File: config.mk
export PLATFORM = sky130hd
export DESIGN_NAME = link_train_seq
export DESIGN_NICKNAME = d
export VERILOG_FILES = /design/src/rtl/link_train_seq.sv
export SDC_FILE = /design/constraint.sdc
export NUM_CORES = 1
export LEC_CHECK = 0
export ABC_AREA = 1
export BUFFER_PORTS_ARGS = -buffer_cell sky130_fd_sc_hd__clkbuf_2
export CAP_MARGIN = 0
export CORE_AREA = 5 5 109 111
export CTS_CLUSTER_SIZE = 30
export DETAILED_ROUTE_END_ITERATION = 10
export DIE_AREA = 0 0 114 116
export GPL_TIMING_DRIVEN = 1
export PLACE_DENSITY_LB_ADDON = 0.3
export SYNTH_ARGS = -nofsm -noshare
export SYNTH_HDL_FRONTEND = slang
export SYNTH_SLANG_ARGS = --single-unit
File: constraint.sdc
create_clock -name clk -period 8.89 [get_ports clk]
set_input_delay 0.4445 -clock clk [delete_from_list [all_inputs] [get_ports clk]]
set_output_delay 0.4445 -clock clk [all_outputs]
set_load 0.02 [all_outputs]
File: src/rtl/link_train_seq.sv
module link_train_seq #(
  parameter int ADDR_W        = 12,
  parameter int SETUP_WAIT    = 400,
  parameter int CR_WAIT       = 100,
  parameter int EQ_WAIT       = 400,
  parameter int CR_SAME_LIMIT = 5,
  parameter int EQ_TRY_LIMIT  = 5
) (
  input  logic              clk,
  input  logic              rst_n,
  input  logic              tick_us,
  input  logic              start,
  input  logic [2:0]        lane_count,
  input  logic              rate_high,
  input  logic [7:0]        sink_rev,
  output logic              busy,
  output logic              done,
  output logic              cr_ok,
  output logic              eq_ok,
  output logic              req_valid,
  output logic              req_write,
  output logic [ADDR_W-1:0] req_addr,
  output logic [7:0]        req_wdata,
  input  logic              req_ack,
  input  logic              rsp_ok,
  input  logic [47:0]       rsp_data,
  output logic              src_valid,
  output logic [1:0]        src_action,
  output logic              src_pattern,
  input  logic              src_ack,
  output logic [7:0]        drive_level
);
  localparam int WAIT_A   = SETUP_WAIT > CR_WAIT ? SETUP_WAIT : CR_WAIT;
  localparam int WAIT_MAX = WAIT_A > EQ_WAIT ? WAIT_A : EQ_WAIT;
  localparam int TMR_W    = $clog2(WAIT_MAX + 1);
  localparam int TRY_MAX  = CR_SAME_LIMIT > EQ_TRY_LIMIT + 1 ? CR_SAME_LIMIT : EQ_TRY_LIMIT + 1;
  localparam int TRY_W    = $clog2(TRY_MAX + 1);

  localparam logic [ADDR_W-1:0] A_RATE   = ADDR_W'(12'h100);
  localparam logic [ADDR_W-1:0] A_LANES  = ADDR_W'(12'h101);
  localparam logic [ADDR_W-1:0] A_PAT    = ADDR_W'(12'h102);
  localparam logic [ADDR_W-1:0] A_DRIVE  = ADDR_W'(12'h103);
  localparam logic [ADDR_W-1:0] A_SPREAD = ADDR_W'(12'h107);
  localparam logic [ADDR_W-1:0] A_STAT   = ADDR_W'(12'h202);
  localparam logic [ADDR_W-1:0] A_PWR    = ADDR_W'(12'h600);

  typedef enum logic [4:0] {
    S_IDLE, S_PWR, S_POFF, S_RATE, S_LANES, S_SPREAD, S_SRC_GO, S_SRC_P1,
    S_INIT_WAIT, S_PAT1, S_DRIVE, S_CR_WAIT, S_CR_READ, S_CR_EVAL,
    S_PAT2, S_SRC_P2, S_EQ_WAIT, S_EQ_READ, S_EQ_EVAL, S_PEND, S_SRC_END, S_FIN
  } state_t;

  state_t             state;
  logic [TMR_W-1:0]   tmr;
  logic [TRY_W-1:0]   tries;
  logic [1:0]         lane_idx;
  logic [7:0]         drv;
  logic [1:0]         last_v;
  logic               have_v;
  logic               cr_pass, eq_pass, st_ok, in_eq;
  logic [47:0]        st_q;
  logic [2:0]         lanes_q;
  logic               rate_q, enh_q;

  logic [3:0]         mask;
  logic [1:0]         last_lane;
  logic               cr_all, eq_all;
  logic [1:0]         vmax, pmax, pcap, p_new;
  logic               p_flag;
  logic [7:0]         drv_next;
  logic               waiting, wait_done;
  logic [TMR_W-1:0]   wait_lim;

  assign mask      = lanes_q == 3'd1 ? 4'b0001 : lanes_q == 3'd2 ? 4'b0011 : 4'b1111;
  assign last_lane = lanes_q == 3'd1 ? 2'd0 : lanes_q == 3'd2 ? 2'd1 : 2'd3;

  always_comb begin
    cr_all = 1'b1;
    eq_all = st_q[16];
    vmax   = 2'd0;
    pmax   = 2'd0;
    for (int i = 0; i < 4; i++) begin
      if (mask[i]) begin
        if (!st_q[4*i]) cr_all = 1'b0;
        if (st_q[4*i +: 3] != 3'b111) eq_all = 1'b0;
        if (st_q[32+4*i +: 2] > vmax) vmax = st_q[32+4*i +: 2];
        if (st_q[34+4*i +: 2] > pmax) pmax = st_q[34+4*i +: 2];
      end
    end
  end

  assign pcap     = vmax == 2'd3 ? 2'd0 : vmax == 2'd2 ? 2'd1 : 2'd2;
  assign p_flag   = pmax >= pcap;
  assign p_new    = p_flag ? pcap : pmax;
  assign drv_next = {2'b00, p_flag, p_new, vmax == 2'd3, vmax};

  assign waiting   = state == S_INIT_WAIT || state == S_CR_WAIT || state == S_EQ_WAIT;
  assign wait_lim  = state == S_CR_WAIT ? TMR_W'(CR_WAIT - 1) :
                     state == S_EQ_WAIT ? TMR_W'(EQ_WAIT - 1) : TMR_W'(SETUP_WAIT - 1);
  assign wait_done = waiting && tick_us && tmr == wait_lim;

  always_ff @(posedge clk) begin
    if (!rst_n) tmr <= '0;
    else if (!waiting || wait_done) tmr <= '0;
    else if (tick_us) tmr <= tmr + 1'b1;
  end

  always_comb begin
    req_valid = 1'b1;
    req_write = 1'b1;
    req_addr  = A_PAT;
    req_wdata = 8'h00;
    case (state)
      S_PWR:    begin req_addr = A_PWR;  req_wdata = 8'h01; end
      S_POFF:   ;
      S_RATE:   begin req_addr = A_RATE; req_wdata = rate_q ? 8'h0A : 8'h06; end
      S_LANES:  begin req_addr = A_LANES; req_wdata = {enh_q, 4'b0000, lanes_q}; end
      S_SPREAD: req_addr = A_SPREAD;
      S_PAT1:   req_wdata = 8'h01;
      S_DRIVE:  begin req_addr = A_DRIVE + ADDR_W'(lane_idx); req_wdata = drv; end
      S_CR_READ, S_EQ_READ: begin req_write = 1'b0; req_addr = A_STAT; end
      S_PAT2:   req_wdata = 8'h02;
      S_PEND:   ;
      default:  req_valid = 1'b0;
    endcase
  end

  assign src_valid   = state == S_SRC_GO || state == S_SRC_P1 || state == S_SRC_P2 || state == S_SRC_END;
  assign src_action  = state == S_SRC_GO ? 2'd0 : state == S_SRC_END ? 2'd2 : 2'd1;
  assign src_pattern = state == S_SRC_P2;

  assign busy        = state != S_IDLE;
  assign done        = state == S_FIN;
  assign cr_ok       = done && cr_pass;
  assign eq_ok       = done && eq_pass;
  assign drive_level = drv;

  always_ff @(posedge clk) begin
    if (!rst_n) begin
      state    <= S_IDLE;
      tries    <= '0;
      lane_idx <= 2'd0;
      drv      <= 8'h00;
      last_v   <= 2'd0;
      have_v   <= 1'b0;
      cr_pass  <= 1'b0;
      eq_pass  <= 1'b0;
      st_ok    <= 1'b0;
      in_eq    <= 1'b0;
      st_q     <= '0;
      lanes_q  <= 3'd1;
      rate_q   <= 1'b0;
      enh_q    <= 1'b0;
    end else begin
      case (state)
        S_IDLE: if (start) begin
          lanes_q <= lane_count == 3'd1 ? 3'd1 : lane_count == 3'd2 ? 3'd2 : 3'd4;
          rate_q  <= rate_high;
          enh_q   <= sink_rev >= 8'h11;
          drv     <= 8'h00;
          have_v  <= 1'b0;
          tries   <= '0;
          cr_pass <= 1'b0;
          eq_pass <= 1'b0;
          in_eq   <= 1'b0;
          state   <= sink_rev >= 8'h11 ? S_PWR : S_POFF;
        end
        S_PWR:       if (req_ack) state <= S_POFF;
        S_POFF:      if (req_ack) state <= S_RATE;
        S_RATE:      if (req_ack) state <= S_LANES;
        S_LANES:     if (req_ack) state <= S_SPREAD;
        S_SPREAD:    if (req_ack) state <= S_SRC_GO;
        S_SRC_GO:    if (src_ack) state <= S_SRC_P1;
        S_SRC_P1:    if (src_ack) state <= S_INIT_WAIT;
        S_INIT_WAIT: if (wait_done) state <= S_PAT1;
        S_PAT1: if (req_ack) begin
          lane_idx <= 2'd0;
          state    <= S_DRIVE;
        end
        S_DRIVE: if (req_ack) begin
          if (lane_idx == last_lane) state <= in_eq ? S_EQ_WAIT : S_CR_WAIT;
          else lane_idx <= lane_idx + 2'd1;
        end
        S_CR_WAIT: if (wait_done) state <= S_CR_READ;
        S_CR_READ: if (req_ack) begin
          st_q  <= rsp_data;
          st_ok <= rsp_ok;
          state <= S_CR_EVAL;
        end
        S_CR_EVAL: begin
          if (!st_ok) state <= S_PAT2;
          else if (cr_all) begin
            cr_pass <= 1'b1;
            state   <= S_PAT2;
          end else if (drv[2]) state <= S_PAT2;
          else if (have_v && drv[1:0] == last_v && tries == TRY_W'(CR_SAME_LIMIT - 1)) state <= S_PAT2;
          else begin
            tries    <= (have_v && drv[1:0] == last_v) ? tries + 1'b1 : '0;
            last_v   <= drv[1:0];
            have_v   <= 1'b1;
            drv      <= drv_next;
            lane_idx <= 2'd0;
            state    <= S_DRIVE;
          end
        end
        S_PAT2:   if (req_ack) state <= S_SRC_P2;
        S_SRC_P2: if (src_ack) begin
          tries <= '0;
          in_eq <= 1'b1;
          state <= S_EQ_WAIT;
        end
        S_EQ_WAIT: if (wait_done) state <= S_EQ_READ;
        S_EQ_READ: if (req_ack) begin
          st_q  <= rsp_data;
          st_ok <= rsp_ok;
          state <= S_EQ_EVAL;
        end
        S_EQ_EVAL: begin
          if (!st_ok) state <= S_PEND;
          else if (eq_all) begin
            eq_pass <= 1'b1;
            state   <= S_PEND;
          end else if (tries > TRY_W'(EQ_TRY_LIMIT)) state <= S_PEND;
          else begin
            tries    <= tries + 1'b1;
            drv      <= drv_next;
            lane_idx <= 2'd0;
            state    <= S_DRIVE;
          end
        end
        S_PEND:    if (req_ack) state <= S_SRC_END;
        S_SRC_END: if (src_ack) state <= S_FIN;
        S_FIN:     state <= S_IDLE;
        default:   state <= S_IDLE;
      endcase
    end
  end
endmodule

==> out/results.tsv, run 1 <==
stage	metric	value	unit
outcome	status	completed	
synth	commonest cells in the netlist	nand2_1, nor2_1, inv_1	
synth	YS warnings	0	
cts	CTS Buf Count	9	
critical_path	Slowest Stage Delay on Critical Path	520	ps
critical_path	reg2reg setup slack	4820	ps
final_layout	ANT cells	0	
place	detailed-placement wirelength estimate	8860	µm
sta	Fmax achieved	246	MHz
synth	Synth area leader	dfxtp_1	
cts	Hold Buf Count CTS	0	
critical_path	CP bufs+invs	4	
sta	Tmin final	4070	ps
critical_path	Slowest-stage cell, CP	o21ai_0	
synth	syn_area_per_cell	6.53	µm²
synth	Post-synth EDFFs	0	
synth	Synth Register Bits	66	
cts	clock sinks	66	
power	Max VDD drop	0.101	mV
run	max-cap violations	0	
sta	Slew Limit Fails	0	
final_layout	Final #Nets	813	
final_layout	area grow syn2layout	15.9	%
power	Lkg Pwr	2.43	nW
synth	Distinct cells, synth	42	
critical_path	crit-path leading delay family	simple AND/OR/NAND/NOR gates	
final_layout	layout cells sized above 1	0.167	
cts	Root Driver	clkbuf_8	
grt	largest net degree at the start of global routing	43	
critical_path	largest fanout on the critical path	11	
cts	clk_lat worst skew	340	ps
sta	setup_tns	0	ps
sta	unrepaired setup endpoints after global routing	no	
synth	Synth Flop Type	dfxtp_1	
final_layout	fill count	1158	
drt	1st-pass router iterations	5	
grt	grt total ovfl	0	
floorplanning	Initial Util	0.395	
drt	routed vias	4236	
floorplanning	Core Footprint	10700	µm²
floorplanning	Chip Width	114	µm
cts	clock-pin transition on the worst setup and hold timing paths	70	ps
sta	Final Skew	6.96	ps
sta	final hold vios	0	
place	placed inst area	4690	µm²
critical_path	CP endpoint kind	register	
floorplanning	std cell rows	38	
min_path	Hold Path Class	in2reg	
synth	sequential share of the synthesized area	0.313	
synth	most numerous cell in the Yosys netlist	nand2_1	
critical_path	Worst Path Arrival	4340	ps
drt	Avg WL per Cell	13.0	µm
sta	worst rel slew slack	0.630	
cts	post-CTS resize count	0	
grt	first-pass GRT wire length	18400	µm
synth	Post-Synthesis Cells	647	
drt	post-route DRC violation count	0	
place	Port Buffers	76	
drt	DRT iter0 DRCs	254	
critical_path	worst path required time	9160	ps
drt	DR vias/cell	4.90	
grt	initial antenna violation count	0	
critical_path	Critical Path, Cell by Cell	inv_1, nand3_1, o21ai_0, ha_1, nor2_1, nor2_1, nor2_1, nand2_1, nand3_1, nand2_1, ha_1, inv_1, o221ai_1, nand3_1, o21ai_0, ha_1, nor2_1, inv_1, a21oi_1, inv_1, nand2_1, nand3_1, a21oi_1	
cts	Max Buffers Root-to-Sink	2	
synth	Post-Syn Area	4230	µm²
floorplanning	Die ar.	13200	µm²
grt	vias in the first global route	4074	
cts	Setup Buffers After CTS	0	
cts	CTS tree	built	
drt	drt total wl	11200	µm
sta	final worst path period share	0.458	
sta	Final setup viols	0	
drt	ANT nets after route	0	
sta	Worst-Margin Slew	554	ps
floorplanning	chip height	116	µm
floorplanning	Ports	105	
synth	top cells by area, synth	dfxtp_1, nand2_1, nor2_1	
critical_path	WS Path Type	reg2reg	
place	GPL Wtd Cong	0.939	
power	Pwr Total	0.00109	W
grt	GR Util All Layers	0.172	
final_layout	post-route cell area	4900	µm²
cts	H-tree level count	3	
critical_path	crit start category	register	
power	pwr/cell area	222	nW/µm²
synth	top-area cell type share of the netlist area	0.313	
synth	Synth async-reset ratio	0	
## per-layer routing
metal / wire length (µm) / global-route usage
met1: 5190 / 0.217
met2: 5120 / 0.287
met3: 711 / 0.0428
met4: 193 / 0.0570
met5: 0 / 0
## path summary, 6_finish.rpt
kind                                start                           to  cells past startpoint
setup / recovery  lanes_q[1]$_SDFFE_PN0P_  drive_level[4]$_SDFFE_PN0P_                     23
hold / removal                rsp_data[2]         st_q[2]$_SDFFE_PN0P_                      3
setup reg to reg  lanes_q[1]$_SDFFE_PN0P_  drive_level[4]$_SDFFE_PN0P_                     23
hold reg to reg      cr_pass$_SDFFE_PN0P_         cr_pass$_SDFFE_PN0P_                      2
## layout by cell type (no fill, tap or decap), drive strengths merged
cell type,Yosys,final
nand2,143,143
nor2,102,102
inv,94,94
clkbuf,7,89
dfxtp,66,66
o21ai,51,51
a21oi,46,46
nand3,43,43
ha,25,25
nand4,14,14
conb,1,9
nor3,8,8
xor2,5,5
xnor2,4,4
o221ai,3,3
nor4,3,3
o21bai,2,2
o2111ai,2,2
a31oi,2,2
o211ai,2,2
buf,16,2
a21boi,2,2
a32o,1,1
and3,1,1
a22oi,1,1
mux2i,1,1
nor3b,1,1
a211oi,1,1
clkinv,0,1
bufinv,0,1
## worst reg2reg max path: stages, from the launching register on
cell and delay [ps]:
dfxtp_1 330, inv_1 90, nand3_1 390, o21ai_0 520, ha_1 330, nor2_1 110
nor2_1 50, nor2_1 140, nand2_1 70, nand3_1 120, nand2_1 70, ha_1 270
inv_1 30, o221ai_1 230, nand3_1 120, o21ai_0 150, ha_1 290, nor2_1 100
inv_1 40, a21oi_1 200, inv_1 100, nand2_1 80, nand3_1 80, a21oi_1 110
## sequential cells by signal, indices dropped and copies added, names as in the netlist
signal	count
st_q	29
tmr	9
drive_level	6
state	5
lanes_q	3
tries	3
lane_idx	2
last_v	2
cr_pass	1
enh_q	1
eq_pass	1
have_v	1
in_eq	1
rate_q	1
st_ok	1
## cells by family after synthesis
kind of cell | share of synthesized area
other cells | 0.000888
mux | 0.00237
simple gates | 0.330
xor+xnor | 0.0187
fa+ha+maj | 0.0740
compound gates | 0.146
buf+inv | 0.116
flops | 0.313
## power breakdown
part           internal, W  switching [W]  total (W)
Sequential        0.000315      0.0000190   0.000334
Combinational     0.000159       0.000336   0.000494
Clock             0.000151       0.000109   0.000259
## layout make-up
| class | count | area [µm²] | area share |
|---|---|---|---|
| multi-input cells | 472 | 2440 | 0.499 |
| inverters | 94 | 355 | 0.0726 |
| clock buffers | 13 | 169 | 0.0345 |
| clock inverters | 2 | 35.0 | 0.00716 |
| repair buffers | 78 | 395 | 0.0808 |
| flip-flops and latches | 66 | 1320 | 0.270 |
| well taps | 140 | 175 | 0.0358 |
## metrics by stage
step | cells | worst slack (ps) | util | hold slack (ps)
2_1_floorplan | 655 | 5560 | - | 436
3_3_place_gp | 850 | 4960 | 0.439 | 455
3_5_place_dp | 850 | 4850 | 0.439 | 471
4_1_cts | 865 | 4820 | 0.458 | 303
5_1_grt | 865 | 4350 | 0.458 | 309
6_report | 865 | 4820 | 0.458 | 319
Power figures use the tool's default switching activity.
==> run 2: changes to the inputs <==
Settings changed: ABC_AREA 1 to 0, CORE_AREA 5 5 109 111 to 5 5 111 113, DIE_AREA 0 0 114 116 to 0 0 116 118.
Clock period 8.89 ns to 3.41 ns, I/O delays scaled along.
==> run 2 against run 1 <==
Net effect:
- the flow now finishes with violations (setup timing)
- critical path depth is 1 lower
- total power rose to 3.6 times the previous value
- die area is 3.5% higher
- sequential share of layout area fell by 3.8 points
- combinational power increased to 3.7 times the previous value
- via count increased by 6.1%
- synthesized cell count fell by 9.4%
- sequential cell count unchanged
- clock power grew to 4.5 times the previous value
- final cell count is 3.9% lower
- count of clock-buffer cells in the layout down 3
- first-iteration DRC count rose by 19%
- highest routed layer unchanged
==> out/results.tsv, run 2 <==
stage	metric	value	unit	change
final_layout	layout cells sized above 1	0.283		was 0.167
power	Pwr Total	0.00393	W	was 0.00109 W
sta	Worst-Margin Slew	1130	ps	was 554 ps
synth	Synth Register Bits	66		unchanged
sta	Final setup viols	3		was 0
min_path	Hold Path Origin	rsp_data[39]		was rsp_data[2]
synth	most numerous cell in the Yosys netlist	nand2_1		unchanged
min_path	hold path depth	3		unchanged
cts	CTS tree	built		unchanged
power	power share of the sequential group	0.238		was 0.307
critical_path	Worst Path Arrival	4360	ps	was 4340 ps
drt	post-route DRC violation count	0		unchanged
critical_path	CP endpoint kind	register		unchanged
synth	YS warnings	0		unchanged
floorplanning	Chip Width	116	µm	was 114 µm
grt	grt total ovfl	0		unchanged
synth	Post-Syn Area	4410	µm²	was 4230 µm²
synth	Distinct cells, synth	74		was 42
critical_path	Slowest Stage Delay on Critical Path	400	ps	was 520 ps
final_layout	fin cells	831		was 865
power	combinational power share	0.465		was 0.454
final_layout	most frequent cells in the layout	nand2_1, clkbuf_2, dfxtp_1		was nand2_1, nor2_1, inv_1
final_layout	utilization after layout	0.510		was 0.458
grt	vias in the first global route	4201		was 4074
grt	initial antenna violation count	0		unchanged
grt	first-pass GRT wire length	20900	µm	was 18400 µm
sta	final hold vios	0		unchanged
power	Max VDD drop	0.312	mV	was 0.101 mV
final_layout	area grow syn2layout	29.9	%	was 15.9%
run	max-cap violations	0		unchanged
drt	routed vias	4494		was 4236
floorplanning	std cell rows	39		was 38
synth	top-area cell type share of the netlist area	0.300		was 0.313
floorplanning	Ports	105		unchanged
cts	clock sinks	66		unchanged
critical_path	Critical Path, Cell by Cell	inv_2, ha_4, inv_2, o221ai_2, mux2_4, ha_4, inv_2, o22ai_2, or2_4, mux2_4, ha_4, inv_4, o22ai_4, or3_4, o221ai_4, ha_4, nand2b_4, a21oi_4, inv_2, and2_4, a2bb2o_4, a32o_1		was inv_1, nand3_1, o21ai_0, ha_1, nor2_1, nor2_1, nor2_1, nand2_1, nand3_1, nand2_1, ha_1, inv_1, o221ai_1, nand3_1, o21ai_0, ha_1, nor2_1, inv_1, a21oi_1, inv_1, nand2_1, nand3_1, a21oi_1
synth	commonest cells in the netlist	nand2_1, dfxtp_1, a21oi_1		was nand2_1, nor2_1, inv_1
critical_path	reg2reg setup slack	-720	ps	was 4820 ps
sta	setup_tns	-1850	ps	was 0 ps
sta	Tmin final	4130	ps	was 4070 ps
floorplanning	Die ar.	13700	µm²	was 13200 µm²
cts	clk_lat worst skew	340	ps	about the same
power	pwr/cell area	687	nW/µm²	was 222 nW/µm²
sta	Final Skew	8.71	ps	was 6.96 ps
synth	Synth area leader	dfxtp_1		unchanged
power	Net Sw Power	0.00149	W	was 0.000464 W
place	detailed-placement wirelength estimate	9720	µm	was 8860 µm
critical_path	WS Path Type	reg2reg		unchanged
final_layout	most common cell after layout, fill and taps aside	nand2_1		unchanged
place	GPL Wtd Cong	0.921		was 0.939
critical_path	reg-to-reg endpoint	drive_level[3]$_SDFFE_PN0P_		was drive_level[4]$_SDFFE_PN0P_
place	Cells after DPL	811		was 850
power	clock share of power	0.297		was 0.238
critical_path	Worst Reg-to-Reg Cells	22		was 23
synth	syn_area_per_cell	7.52	µm²	was 6.53 µm²
sta	worst rel slew slack	0.243		was 0.630
power	Internal	0.00244	W	was 0.000624 W
min_path	Hold Path Class	in2reg		unchanged
cts	Hold Buf Count CTS	0		unchanged
drt	1st-pass router iterations	5		unchanged
sta	Final WS setup	-718	ps	was 4820 ps
power	Net Sw Frac	0.378		was 0.426
final_layout	Biggest register	st_q		unchanged
final_layout	max FFs per register	29		unchanged
critical_path	worst path required time	3640	ps	was 9160 ps
cts	CTS Buf Count	9		unchanged
critical_path	crit start category	register		unchanged
critical_path	Slowest-stage cell, CP	or3_4		was o21ai_0
final_layout	Final #Nets	775		was 813
drt	DR vias/cell	5.41		was 4.90
drt	drt total wl	12900	µm	was 11200 µm
drt	Avg WL per Cell	15.5	µm	was 13.0 µm
final_layout	ANT cells	0		unchanged
sta	Slew Limit Fails	0		unchanged
drt	top sig layer	met4		unchanged
grt	largest net degree at the start of global routing	33		was 43
outcome	failing checks	setup timing		
place	Port Buffers	76		unchanged
power	Lkg Pwr	2.30	nW	was 2.43 nW
synth	top cells by area, synth	dfxtp_1, nand2_1, ha_1		was dfxtp_1, nand2_1, nor2_1
drt	met3 routed WL	932	µm	was 711 µm
sta	unrepaired setup endpoints after global routing	yes		was no
floorplanning	Initial Util	0.393		was 0.395
synth	Post-synth EDFFs	0		unchanged
grt	GR Util All Layers	0.188		was 0.172
drt	DRT iter0 DRCs	303		was 254
cts	H-tree level count	3		unchanged
floorplanning	Core Footprint	11200	µm²	was 10700 µm²
cts	Root Driver	clkbuf_16		was clkbuf_8
sta	final worst path period share	1.21		was 0.458
critical_path	largest fanout on the critical path	3		was 11
synth	Post-Synthesis Cells	586		was 647
synth	sequential share of the synthesized area	0.300		was 0.313
cts	clock-pin transition on the worst setup and hold timing paths	60	ps	was 70 ps
drt	DR WL met2	6020	µm	was 5120 µm
synth	Synth async-reset ratio	0		unchanged
synth	Synth Flop Type	dfxtp_1		unchanged
floorplanning	chip height	118	µm	was 116 µm
drt	ANT nets after route	0		unchanged
min_path	sink of the worst hold path	st_q[39]$_SDFFE_PN0P_		was st_q[2]$_SDFFE_PN0P_
outcome	status	finished, violations left		was completed
sta	Fmax achieved	242	MHz	was 246 MHz
critical_path	Reg2Reg Launch Point	st_q[38]$_SDFFE_PN0P_		was lanes_q[1]$_SDFFE_PN0P_
cts	Max Buffers Root-to-Sink	2		unchanged
drt	met1 wire length	5630	µm	was 5190 µm
## run 2: cell types whose count changed after synthesis, sizes merged, moves of 13 or more
| cell | before | now |
|---|---|---|
| o21ai | 51 | 15 |
| nand2b | 0 | 14 |
| nor2 | 102 | 53 |
| inv | 94 | 36 |
| a21oi | 46 | 59 |
| nand3 | 43 | 18 |
| nand2 | 143 | 96 |
## run 2: stage by stage
step                      hold slack (ps)  cell area [µm²]  worst slack (ps)
after global routing                 61.2             5720              -866
final                                50.4             5720              -718
after global placement                395             5140              -806
after detailed placement              404             5140              -950
after CTS                            48.1             5600              -765
after floorplan                       306             4510              -859
## run 2: worst max-delay path by stage
stage	from	endpoint	slack, ps	cells past startpoint
finish	st_q[38]$_SDFFE_PN0P_	drive_level[3]$_SDFFE_PN0P_	-720	22
global route	st_q[38]$_SDFFE_PN0P_	drive_level[3]$_SDFFE_PN0P_	-870	22
CTS	st_q[35]$_SDFFE_PN0P_	drive_level[4]$_SDFFE_PN0P_	-770	22
detailed placement	st_q[39]$_SDFFE_PN0P_	drive_level[3]$_SDFFE_PN0P_	-950	22
global placement	st_q[39]$_SDFFE_PN0P_	drive_level[3]$_SDFFE_PN0P_	-810	22
floorplan	lanes_q[0]$_SDFFE_PN1P_	drive_level[3]$_SDFFE_PN0P_	-860	22
## run 2: area by class of cell
cell class | instances | area, µm²
Sequential cell | 66 | 1330
Tap cell | 143 | 179
Inverter | 37 | 141
Clock inverter | 6 | 136
Fill cell | 1112 | 5500
Multi-Input combinational cell | 449 | 2980
Timing Repair Buffer | 120 | 718
Clock buffer | 10 | 239
## run 2: kinds of logic after synthesis
family	count (synthesis)	synth area share
buf+inv	79	0.0829
compound gates	134	0.196
mux	13	0.0307
fa+ha+maj	26	0.0733
simple gates	254	0.289
xor+xnor	13	0.0275
other cells	1	0.000851
flops	66	0.300
## run 2: what timing repair did
item                                    in CTS  in global routing
resized for setup                           20                 20
pin swaps                                   15                 19
endpoints found under the setup margin       5                  5
buffers inserted                             1                  4
## run 2: per-layer routing
metal | track usage | vias to the layer above
met5 | 0 | -
met1 | 0.254 | 2075
met2 | 0.294 | 165
met3 | 0.0339 | 27
li1 | - | 2227
met4 | 0.0776 | 0
## run 2: power groups by stage
stage / Sequential [W] / Clock (W) / Combinational (W)
global route: 0.000948 / 0.00122 / 0.00199
detailed placement: 0.000948 / 0 / 0.00158
finish: 0.000936 / 0.00117 / 0.00183
CTS: 0.000932 / 0.00119 / 0.00169
floorplan: 0.000871 / 0 / 0.00120
global placement: 0.000948 / 0 / 0.00154
## run 2: critical path: cells and delay by family, from the launching register on
kind	cells	cell delay, ps
simple gates	4	950
fa+ha+maj	4	940
compound gates	7	920
mux	2	650
flops	1	330
buf+inv	5	210
